[src/rtl/mrd_pkg.sv]
package mrd_pkg;

  localparam int unsigned NUM_RATIOS = 6;
  localparam int unsigned CODE_W     = 3;
  localparam logic [CODE_W-1:0] CODE_NONE = 3'd7;

  // master clocks per frame for each ratio code
  function automatic int unsigned ratio_value(input int unsigned idx);
    case (idx)
      0:       return 128;
      1:       return 192;
      2:       return 256;
      3:       return 384;
      4:       return 512;
      default: return 768;
    endcase
  endfunction

endpackage

[src/rtl/mrd_edge_sync.sv]
module mrd_edge_sync (
  input  logic clk,
  input  logic rst,
  input  logic async_in,
  output logic rise
);

  logic meta_q;
  logic sync_q;
  logic hist_q;

  always_ff @(posedge clk) begin
    if (rst) begin
      meta_q <= 1'b0;
      sync_q <= 1'b0;
      hist_q <= 1'b0;
    end else begin
      meta_q <= async_in;
      sync_q <= meta_q;
      hist_q <= sync_q;
    end
  end

  assign rise = sync_q & ~hist_q;

endmodule

[src/rtl/mrd_period_counter.sv]
module mrd_period_counter #(
  parameter int unsigned SAT_LIMIT = 800,
  parameter int unsigned CNT_W     = $clog2(SAT_LIMIT + 2)
) (
  input  logic             clk,
  input  logic             rst,
  input  logic             rise,
  output logic             meas_valid,
  output logic [CNT_W-1:0] meas_count,
  output logic             stall
);

  localparam logic [CNT_W-1:0] SAT_TOP  = CNT_W'(SAT_LIMIT + 1);
  localparam logic [CNT_W-1:0] SAT_EDGE = CNT_W'(SAT_LIMIT);

  logic [CNT_W-1:0] cnt_q;
  logic             primed_q;

  always_ff @(posedge clk) begin
    if (rst) begin
      cnt_q      <= '0;
      primed_q   <= 1'b0;
      meas_valid <= 1'b0;
      meas_count <= '0;
      stall      <= 1'b0;
    end else begin
      meas_valid <= 1'b0;
      stall      <= 1'b0;
      if (rise) begin
        cnt_q    <= CNT_W'(1);
        primed_q <= 1'b1;
        if (primed_q) begin
          meas_valid <= 1'b1;
          meas_count <= cnt_q;
        end
      end else if (cnt_q < SAT_TOP) begin
        cnt_q <= cnt_q + 1'b1;
        if (cnt_q == SAT_EDGE) stall <= 1'b1;
      end
    end
  end

endmodule

[src/rtl/mrd_ratio_classifier.sv]
module mrd_ratio_classifier
  import mrd_pkg::*;
#(
  parameter int unsigned CNT_W = 10,
  parameter int unsigned TOL   = 2
) (
  input  logic              clk,
  input  logic              rst,
  input  logic              meas_valid,
  input  logic [CNT_W-1:0]  meas_count,
  input  logic              stall,
  output logic              cls_valid,
  output logic              cls_hit,
  output logic [CODE_W-1:0] cls_code
);

  localparam int unsigned DW = CNT_W + 2;

  logic [NUM_RATIOS-1:0] hit_vec;

  for (genvar i = 0; i < NUM_RATIOS; i++) begin : g_win
    localparam logic [DW-1:0] LO = DW'(ratio_value(i) - TOL);
    localparam logic [DW-1:0] HI = DW'(ratio_value(i) + TOL);
    logic [DW-1:0] wide;
    assign wide       = DW'(meas_count);
    assign hit_vec[i] = (wide >= LO) && (wide <= HI);
  end

  logic [CODE_W-1:0] enc;
  always_comb begin
    enc = CODE_NONE;
    for (int j = NUM_RATIOS - 1; j >= 0; j--) begin
      if (hit_vec[j]) enc = CODE_W'(j);
    end
  end

  always_ff @(posedge clk) begin
    if (rst) begin
      cls_valid <= 1'b0;
      cls_hit   <= 1'b0;
      cls_code  <= CODE_NONE;
    end else begin
      cls_valid <= meas_valid | stall;
      cls_hit   <= meas_valid & (|hit_vec);
      cls_code  <= enc;
    end
  end

endmodule

[src/rtl/mrd_lock_tracker.sv]
module mrd_lock_tracker
  import mrd_pkg::*;
#(
  parameter int unsigned LOCK_FRAMES = 3,
  parameter int unsigned RUN_W       = $clog2(LOCK_FRAMES + 1)
) (
  input  logic              clk,
  input  logic              rst,
  input  logic              cls_valid,
  input  logic              cls_hit,
  input  logic [CODE_W-1:0] cls_code,
  output logic [CODE_W-1:0] ratio_code,
  output logic              locked,
  output logic              ratio_err
);

  localparam logic [RUN_W-1:0] RUN_MAX = RUN_W'(LOCK_FRAMES);

  logic [RUN_W-1:0] run_q;
  logic [RUN_W-1:0] run_nx;

  always_comb begin
    if ((cls_code == ratio_code) && (run_q != '0)) begin
      run_nx = (run_q < RUN_MAX) ? run_q + 1'b1 : RUN_MAX;
    end else begin
      run_nx = RUN_W'(1);
    end
  end

  always_ff @(posedge clk) begin
    if (rst) begin
      run_q      <= '0;
      ratio_code <= CODE_NONE;
      locked     <= 1'b0;
      ratio_err  <= 1'b0;
    end else if (cls_valid) begin
      if (cls_hit) begin
        ratio_code <= cls_code;
        run_q      <= run_nx;
        locked     <= (run_nx >= RUN_MAX);
        ratio_err  <= 1'b0;
      end else begin
        run_q     <= '0;
        locked    <= 1'b0;
        ratio_err <= 1'b1;
      end
    end
  end

endmodule

[src/rtl/mclk_ratio_detect.sv]
module mclk_ratio_detect
  import mrd_pkg::*;
#(
  parameter int unsigned TOL         = 2,
  parameter int unsigned SAT_LIMIT   = 800,
  parameter int unsigned LOCK_FRAMES = 3
) (
  input  logic              clk,
  input  logic              rst,
  input  logic              frame_in,
  output logic [CODE_W-1:0] ratio_code,
  output logic              locked,
  output logic              ratio_err
);

  localparam int unsigned CNT_W = $clog2(SAT_LIMIT + 2);
  localparam int unsigned RUN_W = $clog2(LOCK_FRAMES + 1);

  logic              rise;
  logic              meas_valid;
  logic [CNT_W-1:0]  meas_count;
  logic              stall;
  logic              cls_valid;
  logic              cls_hit;
  logic [CODE_W-1:0] cls_code;

  mrd_edge_sync u_sync (
    .clk      (clk),
    .rst      (rst),
    .async_in (frame_in),
    .rise     (rise)
  );

  mrd_period_counter #(
    .SAT_LIMIT (SAT_LIMIT),
    .CNT_W     (CNT_W)
  ) u_cnt (
    .clk        (clk),
    .rst        (rst),
    .rise       (rise),
    .meas_valid (meas_valid),
    .meas_count (meas_count),
    .stall      (stall)
  );

  mrd_ratio_classifier #(
    .CNT_W (CNT_W),
    .TOL   (TOL)
  ) u_cls (
    .clk        (clk),
    .rst        (rst),
    .meas_valid (meas_valid),
    .meas_count (meas_count),
    .stall      (stall),
    .cls_valid  (cls_valid),
    .cls_hit    (cls_hit),
    .cls_code   (cls_code)
  );

  mrd_lock_tracker #(
    .LOCK_FRAMES (LOCK_FRAMES),
    .RUN_W       (RUN_W)
  ) u_lock (
    .clk        (clk),
    .rst        (rst),
    .cls_valid  (cls_valid),
    .cls_hit    (cls_hit),
    .cls_code   (cls_code),
    .ratio_code (ratio_code),
    .locked     (locked),
    .ratio_err  (ratio_err)
  );

endmodule

[config.mk]
export PLATFORM = sky130hd
export DESIGN_NAME = mclk_ratio_detect
export DESIGN_NICKNAME = d
export VERILOG_FILES = /design/src/rtl/mrd_pkg.sv /design/src/rtl/mrd_edge_sync.sv /design/src/rtl/mrd_period_counter.sv /design/src/rtl/mrd_ratio_classifier.sv /design/src/rtl/mrd_lock_tracker.sv /design/src/rtl/mclk_ratio_detect.sv
export SDC_FILE = /design/constraint.sdc
export NUM_CORES = 1
export LEC_CHECK = 0
export ABC_AREA = 1
export BUFFER_PORTS_ARGS = -buffer_cell sky130_fd_sc_hd__buf_2
export CAP_MARGIN = 20
export CORE_MARGIN = 2
export CORE_UTILIZATION = 60
export DETAILED_ROUTE_END_ITERATION = 6
export GPL_TIMING_DRIVEN = 0
export PLACE_DENSITY = 0.89
export SYNTH_ARGS = -nofsm -noshare
export SYNTH_HDL_FRONTEND = slang
export SYNTH_SLANG_ARGS = --single-unit
[constraint.sdc]
create_clock -name clk -period 4.1 [get_ports clk]
set_clock_uncertainty 0.05 [all_clocks]
set_input_delay 0.205 -clock clk [delete_from_list [all_inputs] [get_ports clk]]
set_output_delay 0.205 -clock clk [all_outputs]
set_load 0.03 [all_outputs]
==> results by group, run 1 <==
Clock network
  • CTS max path bufs: 2
  • CTS resizes: 0
  • Root buf cell: clkbuf_4
  • Setup Buffers After CTS: 0
  • Clock buffers created by TritonCTS: 5
  • Num Clock Sinks: 38
  • # hold bufs at CTS: 0
  • H-Tree Depth: 2
  • TritonCTS clock tree: yes
  • Skew-Pair Late Insertion Delay: 0.34 ns
  • CTS clock-pin slew for the worst setup and hold paths: 0.11 ns

Cells and area
  • Fin nets: 293
  • Post-route cell area: 2060 sq um
  • Storage cell area: 761 sq um
  • FILL cells: 278
  • Synthesis-to-layout area growth: 9.07%
  • Multi-input gate area: 960 sq um
  • Final Non-Filler Cells: 331
  • Antenna diodes: 0
  • Commonest cells after routing, fill and taps aside: nand2_1 (62), dfxtp_1 (38), nor2_1 (35)
  • Share of layout cells above drive strength 1: 12.5%
  • Commonest non-fill, non-tap cell in the layout: nand2_1

Detailed routing
  • Routed Antenna Nets: 0
  • Top routing layer used: met4
  • Vias per inst: 5.14
  • Avg WL per Cell: 11.6 um
  • Initial DRC Count: 119
  • WL final: 3.83 mm
  • Met1 wire length: 1.79 mm
  • Via count: 1701
  • Metal3 WL: 118 um
  • DRC: 0
  • WL met2: 1.83 mm
  • DRT Pass-1 Iters: 4

Global route
  • Vias in the first global route: 1545
  • Pin count of the biggest net entering global routing: 12
  • Initial antenna violation count: 0
  • Grt ovf: 0
  • All-Layer GR Usage: 23.4%
  • First-pass GRT wire length: 6.40 mm

Worst setup path
  • Reg2reg path depth: 9
  • Crit path DAT: 1.81 ns
  • Critical path launch point type: register
  • Peak fanout along the critical path: 10
  • Setup CP Type: reg2reg
  • Worst setup EP type: register
  • Critical Path RT: 4.32 ns
  • Worst flop-to-flop path endpoint: u_cnt.cnt_q[3]
  • R2R Setup Slk: 2.50 ns
  • Reg2reg start: u_cnt.cnt_q[0]

Timing
  • Period utilisation layout: 38.9%
  • RSZ-0062 raised after global routing: false
  • Max_slew headroom: 72.7%
  • Fin Setup TNS: 0 ns
  • Final Hold Fails: 0
  • Setup-failing EPs final: 0
  • Fin crit period: 1.60 ns
  • Max-slew violation count: 0
  • F_max: 626 MHz
  • Worst-margin pin slew: 0.409 ns

Logic synthesis
  • Flops & latches, synth: 38
  • Sequential area share after synthesis: 40.3%
  • Synth area leader: dfxtp_1
  • Syn avg cell area: 6.92 sq um
  • Syn_nets: 279
  • Mapped Cells: 273
  • Synthesis Warnings: 0
  • Mapped cell area: 1890 sq um
  • Top cell type's share of synthesized area: 40.3%
  • Synth cell types: 31
  • Top cells by area in the synthesized netlist: dfxtp_1 (40%), nand2_1 (12%), nor2_1 (7.0%)

Power and ir drop
  • Total power draw: 682 uW
  • Maximum VDD drop: 0.280 mV
  • Pwr per Cell Area: 331 nW/um^2
  • Leakage power: 0.907 nW

Floorplanning
  • Starting Density: 62.4%
  • IO Count: 8
  • Row cnt: 20
  • Chip height: 60.1 um
  • Die area: 3610 sq um
  • Die X: 60.1 um
  • CORE AREA: 3030 sq um

Place
  • IO buf count: 7
  • Dpl cells: 324
  • Post-DP Area: 1980 sq um
  • GPL Wtd Cong: 0.922
  • Dpl hpwl: 2.82 mm

Worst hold path
  • Hold Path Depth: 3
  • HP Class: in2reg
  • Min-Delay Startpoint: frame_in
  • Worst Hold End: u_sync.meta_q

Job
  • Max-cap viol count: 0

Outcome
  • Status: completed
==> registers in the layout, summed over array words and instances, names as in the netlist <==
name               cells
u_cls.cls_valid        1
u_sync.hist_q          1
u_cnt.meas_count      10
u_lock.ratio_code      3
u_cnt.stall            1
u_cnt.cnt_q           10
u_lock.run_q           2
u_cls.cls_code         3
u_cls.cls_hit          1
u_cnt.primed_q         1
u_sync.sync_q          1
u_cnt.meas_valid       1
u_lock.ratio_err       1
u_lock.locked          1
u_sync.meta_q          1
==> metal layers <==
layer	global-route usage (%)	vias to the layer above
met5	0	-
met1	27.0	755
li1	-	908
met2	41.1	28
met3	6.06	10
met4	8.89	0
==> metrics by stage <==
| stage | hold WS [ns] | setup slack, ns | utilization (%) |
|---|---|---|---|
| final | 0.0144 | 2.50 | 68.1 |
| after global routing | 0.00606 | 2.39 | 68.1 |
| after CTS | 0.00876 | 2.51 | 68.1 |
| after detailed placement | 0.351 | 2.58 | 65.4 |
| after global placement | 0.346 | 2.66 | 65.4 |
| after floorplan | 0.262 | 2.79 | - |
==> worst max-delay path: stages (launching register included) <==
cell,delay [ns]
dfxtp_1,0.41
inv_1,0.12
ha_1,0.21
inv_1,0.07
nand4_2,0.13
nand2_4,0.18
inv_4,0.07
nand2_1,0.07
nand2_1,0.06
a21oi_1,0.16
==> synth_stat cells <==
library cell and n:
a21oi_1 25, nor3_2 2, a21oi_2 1, nor2_2 2, nand3b_1 1, nor2_1 35
nor3_1 3, inv_2 5, clkbuf_1 4, o22ai_1 1, xor2_1 2, o21ai_0 15
nor3_4 1, buf_2 1, nand4_2 1, o211ai_1 2, xnor2_1 1, ha_1 3
inv_4 1, nand2_4 1, nand3_1 21, dfxtp_1 38, nand2_1 62, buf_4 1
inv_1 28, o21a_1 1, nand4_1 6, o21ai_1 3, nor2_4 2, buf_6 1
nand2_2 3
==> power by group <==
group	switching, mW	internal (mW)	leakage (nW)
clock	0.118	0.142	0.0443
combinational	0.0272	0.0132	0.554
sequential	0.00524	0.376	0.308
==> cell type report <==
type | instances | area share, %
inverter | 34 | 6.31
timing repair buffer | 7 | 1.70
clock inverter | 1 | 1.46
tap | 44 | 2.67
sequential | 38 | 36.9
buffer | 7 | 1.88
multi-input combinational | 194 | 46.6
clock buffer | 6 | 2.49
==> how the worst max path moves through the flow <==
stage          depth (start not counted)      startpoint        endpoint
2_1_floorplan                          8  u_cnt.cnt_q[0]  u_cnt.cnt_q[7]
3_3_place_gp                           9  u_cnt.cnt_q[0]  u_cnt.cnt_q[6]
3_5_place_dp                           9  u_cnt.cnt_q[0]  u_cnt.cnt_q[3]
4_1_cts                                9  u_cnt.cnt_q[0]  u_cnt.cnt_q[3]
5_1_grt                                9  u_cnt.cnt_q[0]  u_cnt.cnt_q[3]
6_report                               9  u_cnt.cnt_q[0]  u_cnt.cnt_q[3]
==> kinds of logic (layout without fill, tap and decap cells) <==
| kind of cell | Yosys count | after routing | synth area share (%) |
|---|---|---|---|
| simple gates | 140 | 140 | 34.0 |
| compound gates | 48 | 48 | 13.4 |
| buf+inv | 41 | 55 | 8.94 |
| flops | 38 | 38 | 40.3 |
| fa+ha+maj | 3 | 3 | 1.99 |
| xor+xnor | 3 | 3 | 1.39 |
(Power assumes the default switching activity.)
==> run 2: changes to the inputs <==
ABC_AREA = 0   (was 1)
CORE_UTILIZATION = 53   (was 60)
PLACE_DENSITY = 0.84   (was 0.89)
clock period = 1.3 ns   (was 4.1 ns; I/O delays follow)
==> results by group, run 2 <==
Outcome
  • Status: finished, violations left (was completed)
  • Failing checks: setup timing

Clock network
  • CTS clock-pin slew for the worst setup and hold paths: 0.10 ns (was 0.11 ns)
  • Skew-Pair Late Insertion Delay: 0.34 ns (about the same)
  • TritonCTS clock tree: yes (unchanged)
  • CTS max path bufs: 2 (unchanged)
  • Num Clock Sinks: 38 (unchanged)
  • Clock buffers created by TritonCTS: 5 (unchanged)
  • Root buf cell: clkbuf_4 (unchanged)
  • H-Tree Depth: 2 (unchanged)

Power and ir drop
  • Leakage power: 0.730 nW (was 0.907 nW)
  • Pwr per Cell Area: 901 nW/um^2 (was 331 nW/um^2)
  • Maximum VDD drop: 0.609 mV (was 0.280 mV)

Cells and area
  • FILL cells: 256 (was 278)
  • Commonest cells after routing, fill and taps aside: dfxtp_1 (24), nand2_1 (20), nand3_1 (18) (was nand2_1 (62), dfxtp_1 (38), nor2_1 (35))
  • Largest regs: u_cnt.cnt_q (10), u_cnt.meas_count (10) (unchanged)
  • Antenna diodes: 0 (unchanged)
  • Synthesis-to-layout area growth: 24.3% (was 9.07%)
  • Fin nets: 229 (was 293)
  • Share of layout cells above drive strength 1: 32.7% (was 12.5%)
  • Commonest non-fill, non-tap cell in the layout: dfxtp_1 (was nand2_1)
  • Fin util: 68.7% (was 68.1%)

Timing
  • Fin Setup TNS: -3.27 ns (was 0 ns)
  • Setup-failing EPs final: 14 (was 0)
  • F_max: 573 MHz (was 626 MHz)
  • Max-slew violation count: 0 (unchanged)
  • Final worst setup slack: -0.446 ns (was 2.50 ns)
  • RSZ-0062 raised after global routing: true (was false)
  • Max_slew headroom: 69.6% (was 72.7%)
  • Period utilisation layout: 134% (was 38.9%)
  • Fin crit period: 1.75 ns (was 1.60 ns)
  • Worst-margin pin slew: 0.456 ns (was 0.409 ns)
  • Final Hold Fails: 0 (unchanged)

Logic synthesis
  • Syn avg cell area: 8.57 sq um (was 6.92 sq um)
  • Synthesis Warnings: 0 (unchanged)
  • Mapped cell area: 1690 sq um (was 1890 sq um)
  • Synth cell types: 39 (was 31)
  • Top_reg_cell synth: dfxtp_1 (unchanged)
  • Mapped Cells: 197 (was 273)
  • Synth area leader: dfxtp_1 (unchanged)
  • Top cell type's share of synthesized area: 45.1% (was 40.3%)
  • Commonest cells post-synth: dfxtp_1 (38), nand2_1 (22), nand3_1 (20) (was nand2_1 (62), dfxtp_1 (38), nor2_1 (35))
  • Asr flop ratio synth: 0% (unchanged)
  • Most common cell in the netlist: dfxtp_1 (was nand2_1)
  • Flops & latches, synth: 38 (unchanged)
  • Top cells by area in the synthesized netlist: dfxtp_1 (45%), nand3_1 (5.9%), a21oi_1 (5.6%) (was dfxtp_1 (40%), nand2_1 (12%), nor2_1 (7.0%))
  • EDFF count, synth: 0 (unchanged)
  • Sequential area share after synthesis: 45.1% (was 40.3%)
  • Syn_nets: 203 (was 279)

Worst setup path
  • Critical Path RT: 1.49 ns (was 4.32 ns)
  • Setup CP Type: reg2reg (unchanged)
  • Crit path DAT: 1.93 ns (was 1.81 ns)
  • Peak fanout along the critical path: 6 (was 10)
  • Worst path most repeated cell: a21oi_2
  • Crit path buffers/inverters: 3 (unchanged)
  • Top delay family on crit path: compound AO/OA/AOI/OAI gates (was simple AND/OR/NAND/NOR gates)
  • Critical-path cell list: inv_4 > ha_4 > nor4b_4 > a21oi_2 > buf_6 > buf_4 > o31ai_1 > a21oi_2 (was inv_1 > ha_1 > inv_1 > nand4_2 > nand2_4 > inv_4 > nand2_1 > nand2_1 > a21oi_1)
  • Crit path largest cell delay: 0.37 ns (was 0.41 ns)
  • Slowest stage cell, crit path: dfxtp_4 (was dfxtp_1)
  • Critical path launch point type: register (unchanged)
  • Worst setup EP type: register (unchanged)

Floorplanning
  • Chip height: 60.4 um (was 60.1 um)
  • CORE AREA: 3050 sq um (was 3030 sq um)
  • Die area: 3650 sq um (was 3610 sq um)
  • IO Count: 8 (unchanged)
  • Row cnt: 20 (unchanged)
  • Starting Density: 55.3% (was 62.4%)
  • Die X: 60.4 um (was 60.1 um)

Detailed routing
  • Via count: 1492 (was 1701)
  • DRC: 0 (unchanged)
  • WL final: 3.75 mm (was 3.83 mm)
  • Avg WL per Cell: 14.0 um (was 11.6 um)
  • DRT Pass-1 Iters: 5 (was 4)
  • Vias per inst: 5.59 (was 5.14)
  • Initial DRC Count: 73 (was 119)
  • Routed Antenna Nets: 0 (unchanged)

Global route
  • Vias in the first global route: 1354 (was 1545)
  • Initial antenna violation count: 0 (unchanged)
  • All-Layer GR Usage: 22.5% (was 23.4%)
  • Pin count of the biggest net entering global routing: 12 (unchanged)
  • Grt ovf: 0 (unchanged)
  • First-pass GRT wire length: 5.96 mm (was 6.40 mm)

Place
  • DP Worst Slack: -0.492 ns (was 2.58 ns)
  • IO buf count: 7 (unchanged)
  • Dpl hpwl: 2.35 mm (was 2.82 mm)
  • GPL Wtd Cong: 0.846 (was 0.922)

Worst hold path
  • HP Class: in2reg (unchanged)

Job
  • Max-cap viol count: 0 (unchanged)
## run 2: kinds of logic after synthesis
logic type	after synthesis	share of synthesized area (%)
and+or+nand+nor	86	26.9
adders and majority gates	4	2.82
xor gates and xnor gates	6	3.11
muxes	2	1.26
buffers and inverters	19	4.67
DFF	38	45.1
AOI/OAI and AO/OA	42	16.2
## run 2: where the power goes
| part | switching [mW] | internal (mW) | leakage, nW |
|---|---|---|---|
| sequential | 0.0130 | 1.17 | 0.312 |
| clock | 0.354 | 0.204 | 0.0254 |
| combinational | 0.0772 | 0.0708 | 0.393 |
## run 2: layout make-up
type                       instances  area (sq um)  area share (%)
tap                               44          55.1            2.62
multi-input combinational        140           981            46.8
timing repair buffer              23           161            7.69
inverter                          10          40.0            1.91
buffer                             5          27.5            1.31
clock buffer                       7          45.0            2.15
sequential                        38           788            37.6
## run 2: worst paths after layout
| path | start | end | slack, ns | depth (start not counted) |
|---|---|---|---|---|
| max | u_cnt.cnt_q[0] | u_cnt.cnt_q[5] | -0.45 | 8 |
| min | rst | u_cnt.cnt_q[2] | 0.02 | 3 |
| max reg2reg | u_cnt.cnt_q[0] | u_cnt.cnt_q[5] | -0.45 | 8 |
| min reg2reg | u_sync.meta_q | u_sync.sync_q | 0.40 | 1 |
## run 2: worst min-delay path, stage by stage
cell and delay, ns:
buf_2 0.13, nor2_1 0.08, o21a_1 0.10
## run 2: what timing repair did
action	4_1_cts	5_1_grt
hold endpoints to repair	1	0
hold buffers	1	0
buffers inserted	11	4
endpoints found under the setup margin	26	29
resized for setup	16	24
pin swaps	7	8
## run 2: metrics by stage
step                      hold slack (ns)  power (mW)  instances  instance area (sq um)
after floorplan                     0.143        1.29        197                   1710
after global placement              0.224        1.32        248                   1800
after detailed placement            0.236        1.32        248                   1800
after CTS                          0.0131        1.89        264                   1990
after global routing              0.00839        1.98        267                   2100
final                              0.0152        1.89        267                   2100
## run 2: per-layer routing
| metal | vias up | part of all wire [%] | global-route usage, % |
|---|---|---|---|
| met5 | - | 0 | 0 |
| met4 | 0 | 1.1 | 5.59 |
| met3 | 5 | 6.1 | 8.96 |
| met2 | 40 | 52 | 39.0 |
| met1 | 700 | 41 | 26.2 |
| li1 | 747 | - | - |
==> run 3: changes to the inputs <==
SKIP_LAST_GASP = 1   (was not set)
==> results by group, run 3 (synthesis gave the netlist of run 2 again) <==
Worst setup path
  • Top delay family on crit path: compound AO/OA/AOI/OAI gates (unchanged)
  • Worst setup EP type: register (unchanged)
  • Worst path most repeated cell: a21oi_2 (unchanged)
  • Peak fanout along the critical path: 6 (unchanged)
  • Critical path launch point type: register (unchanged)
  • Crit path largest cell delay: 0.40 ns (was 0.37 ns)
  • Setup CP Type: reg2reg (unchanged)
  • Crit path DAT: 1.94 ns (was 1.93 ns)
  • Slowest stage cell, crit path: dfxtp_1 (was dfxtp_4)
  • Crit path buffers/inverters: 2 (was 3)
  • Critical Path RT: 1.49 ns (about the same)
  • Critical-path cell list: o311ai_4 > a21oi_2 > buf_6 > buf_4 > o31ai_1 > a21oi_2 (was inv_4 > ha_4 > nor4b_4 > a21oi_2 > buf_6 > buf_4 > o31ai_1 > a21oi_2)

Place
  • GPL Wtd Cong: 0.846 (unchanged)
  • DP Worst Slack: -0.492 ns (unchanged)
  • IO buf count: 7 (unchanged)
  • Dpl hpwl: 2.35 mm (unchanged)

Clock network
  • Num Clock Sinks: 38 (unchanged)
  • Root buf cell: clkbuf_4 (unchanged)
  • CTS max path bufs: 2 (unchanged)
  • H-Tree Depth: 2 (unchanged)
  • Clock buffers created by TritonCTS: 5 (unchanged)
  • TritonCTS clock tree: yes (unchanged)
  • Skew-Pair Late Insertion Delay: 0.34 ns (about the same)
  • CTS clock-pin slew for the worst setup and hold paths: 0.10 ns (about the same)

Detailed routing
  • Vias per inst: 5.59 (about the same)
  • DRC: 0 (unchanged)
  • DRT Pass-1 Iters: 4 (was 5)
  • Initial DRC Count: 84 (was 73)
  • WL final: 3.73 mm (was 3.75 mm)
  • Via count: 1493 (was 1492)
  • Avg WL per Cell: 14.0 um (about the same)
  • Routed Antenna Nets: 0 (unchanged)

Cells and area
  • Synthesis-to-layout area growth: 23.7% (was 24.3%)
  • Share of layout cells above drive strength 1: 31.4% (was 32.7%)
  • Largest regs: u_cnt.cnt_q (10), u_cnt.meas_count (10) (unchanged)
  • Commonest cells after routing, fill and taps aside: dfxtp_1 (25), nand2_1 (20), nand3_1 (19) (was dfxtp_1 (24), nand2_1 (20), nand3_1 (18))
  • Antenna diodes: 0 (unchanged)
  • Commonest non-fill, non-tap cell in the layout: dfxtp_1 (unchanged)
  • FILL cells: 261 (was 256)
  • Fin nets: 229 (unchanged)

Timing
  • Final worst setup slack: -0.453 ns (was -0.446 ns)
  • Fin crit period: 1.75 ns (about the same)
  • Max_slew headroom: 69.5% (was 69.6%)
  • Final Hold Fails: 0 (unchanged)
  • Period utilisation layout: 135% (was 134%)
  • Fin Setup TNS: -3.32 ns (was -3.27 ns)
  • Setup-failing EPs final: 13 (was 14)
  • F_max: 570 MHz (was 573 MHz)
  • Max-slew violation count: 0 (unchanged)
  • Worst-margin pin slew: 0.458 ns (was 0.456 ns)
  • RSZ-0062 raised after global routing: true (unchanged)

Floorplanning
  • Starting Density: 55.3% (unchanged)
  • Row cnt: 20 (unchanged)
  • Chip height: 60.4 um (unchanged)
  • Die X: 60.4 um (unchanged)
  • IO Count: 8 (unchanged)
  • CORE AREA: 3050 sq um (unchanged)
  • Die area: 3650 sq um (unchanged)

Global route
  • All-Layer GR Usage: 22.5% (unchanged)
  • First-pass GRT wire length: 5.96 mm (unchanged)
  • Vias in the first global route: 1354 (unchanged)
  • Grt ovf: 0 (unchanged)
  • Pin count of the biggest net entering global routing: 12 (unchanged)
  • Initial antenna violation count: 0 (unchanged)

Outcome
  • Status: finished, violations left (unchanged)
  • Failing checks: setup timing (unchanged)

Power and ir drop
  • Leakage power: 0.730 nW (about the same)
  • Pwr per Cell Area: 905 nW/um^2 (was 901 nW/um^2)
  • Maximum VDD drop: 0.609 mV (about the same)

Worst hold path
  • HP Class: in2reg (unchanged)

Job
  • Max-cap viol count: 0 (unchanged)
[run 3: cell counts in the layout (fill, tap and decap cells not counted)]
Identical to the previous run, type by type.
[run 3: metrics by stage]
| stage | total power [mW] | hold WS [ns] | instance area, sq um | util [%] | instances |
|---|---|---|---|---|---|
| 6_report | 1.89 | 0.0228 | 2090 | 68.4 | 267 |
| 3_3_place_gp | 1.32 | 0.224 | 1800 | 58.9 | 248 |
| 3_5_place_dp | 1.32 | 0.236 | 1800 | 58.9 | 248 |
| 2_1_floorplan | 1.29 | 0.143 | 1710 | - | 197 |
| 5_1_grt | 1.98 | 0.00839 | 2090 | 68.4 | 267 |
| 4_1_cts | 1.89 | 0.0131 | 1980 | 64.8 | 264 |
[run 3: cell type report]
class | count | area (sq um) | area share [%]
Buffer | 5 | 27.5 | 1.32
Inverter | 10 | 40.0 | 1.92
Clock buffer | 7 | 45.0 | 2.16
Sequential cell | 38 | 787 | 37.7
Timing Repair Buffer | 23 | 161 | 7.73
Tap cell | 44 | 55.1 | 2.64
Multi-Input combinational cell | 140 | 972 | 46.6
[run 3: worst register-to-register path, stage by stage (launching register included)]
cell	delay, ns
dfxtp_1	0.40
o311ai_4	0.39
a21oi_2	0.10
buf_6	0.15
buf_4	0.14
o31ai_1	0.33
a21oi_2	0.08
[run 3: final timing paths]
kind	startpoint	end	slack [ns]	depth (start not counted)
setup / recovery	u_cnt.cnt_q[7]	u_cnt.cnt_q[5]	-0.45	6
hold / removal	rst	u_cnt.cnt_q[2]	0.02	3
hold reg to reg	u_sync.meta_q	u_sync.sync_q	0.40	1
setup reg to reg	u_cnt.cnt_q[7]	u_cnt.cnt_q[5]	-0.45	6
[run 3: what timing repair did]
| action | in CTS | in global routing |
|---|---|---|
| hold buffers | 1 | 0 |
| pin swaps | 7 | 8 |
| setup endpoints to repair | 26 | 29 |
| endpoints found under the hold margin | 1 | 0 |
| setup buffers | 11 | 4 |
| cloned | 0 | 0 |
| resized for setup | 15 | 22 |
[run 3: metal layers]
metal	share of wire (%)	vias to the layer above	global-route usage, %
met2	52	32	39.0
li1	-	747	-
met5	0	-	0
met1	42	709	26.2
met4	1.1	0	5.59
met3	5.0	5	8.96
[run 3: where the power goes]
part	switching [mW]	internal [mW]
Combinational	0.0774	0.0709
Clock	0.353	0.204
Sequential	0.0129	1.17
Total	0.443	1.45
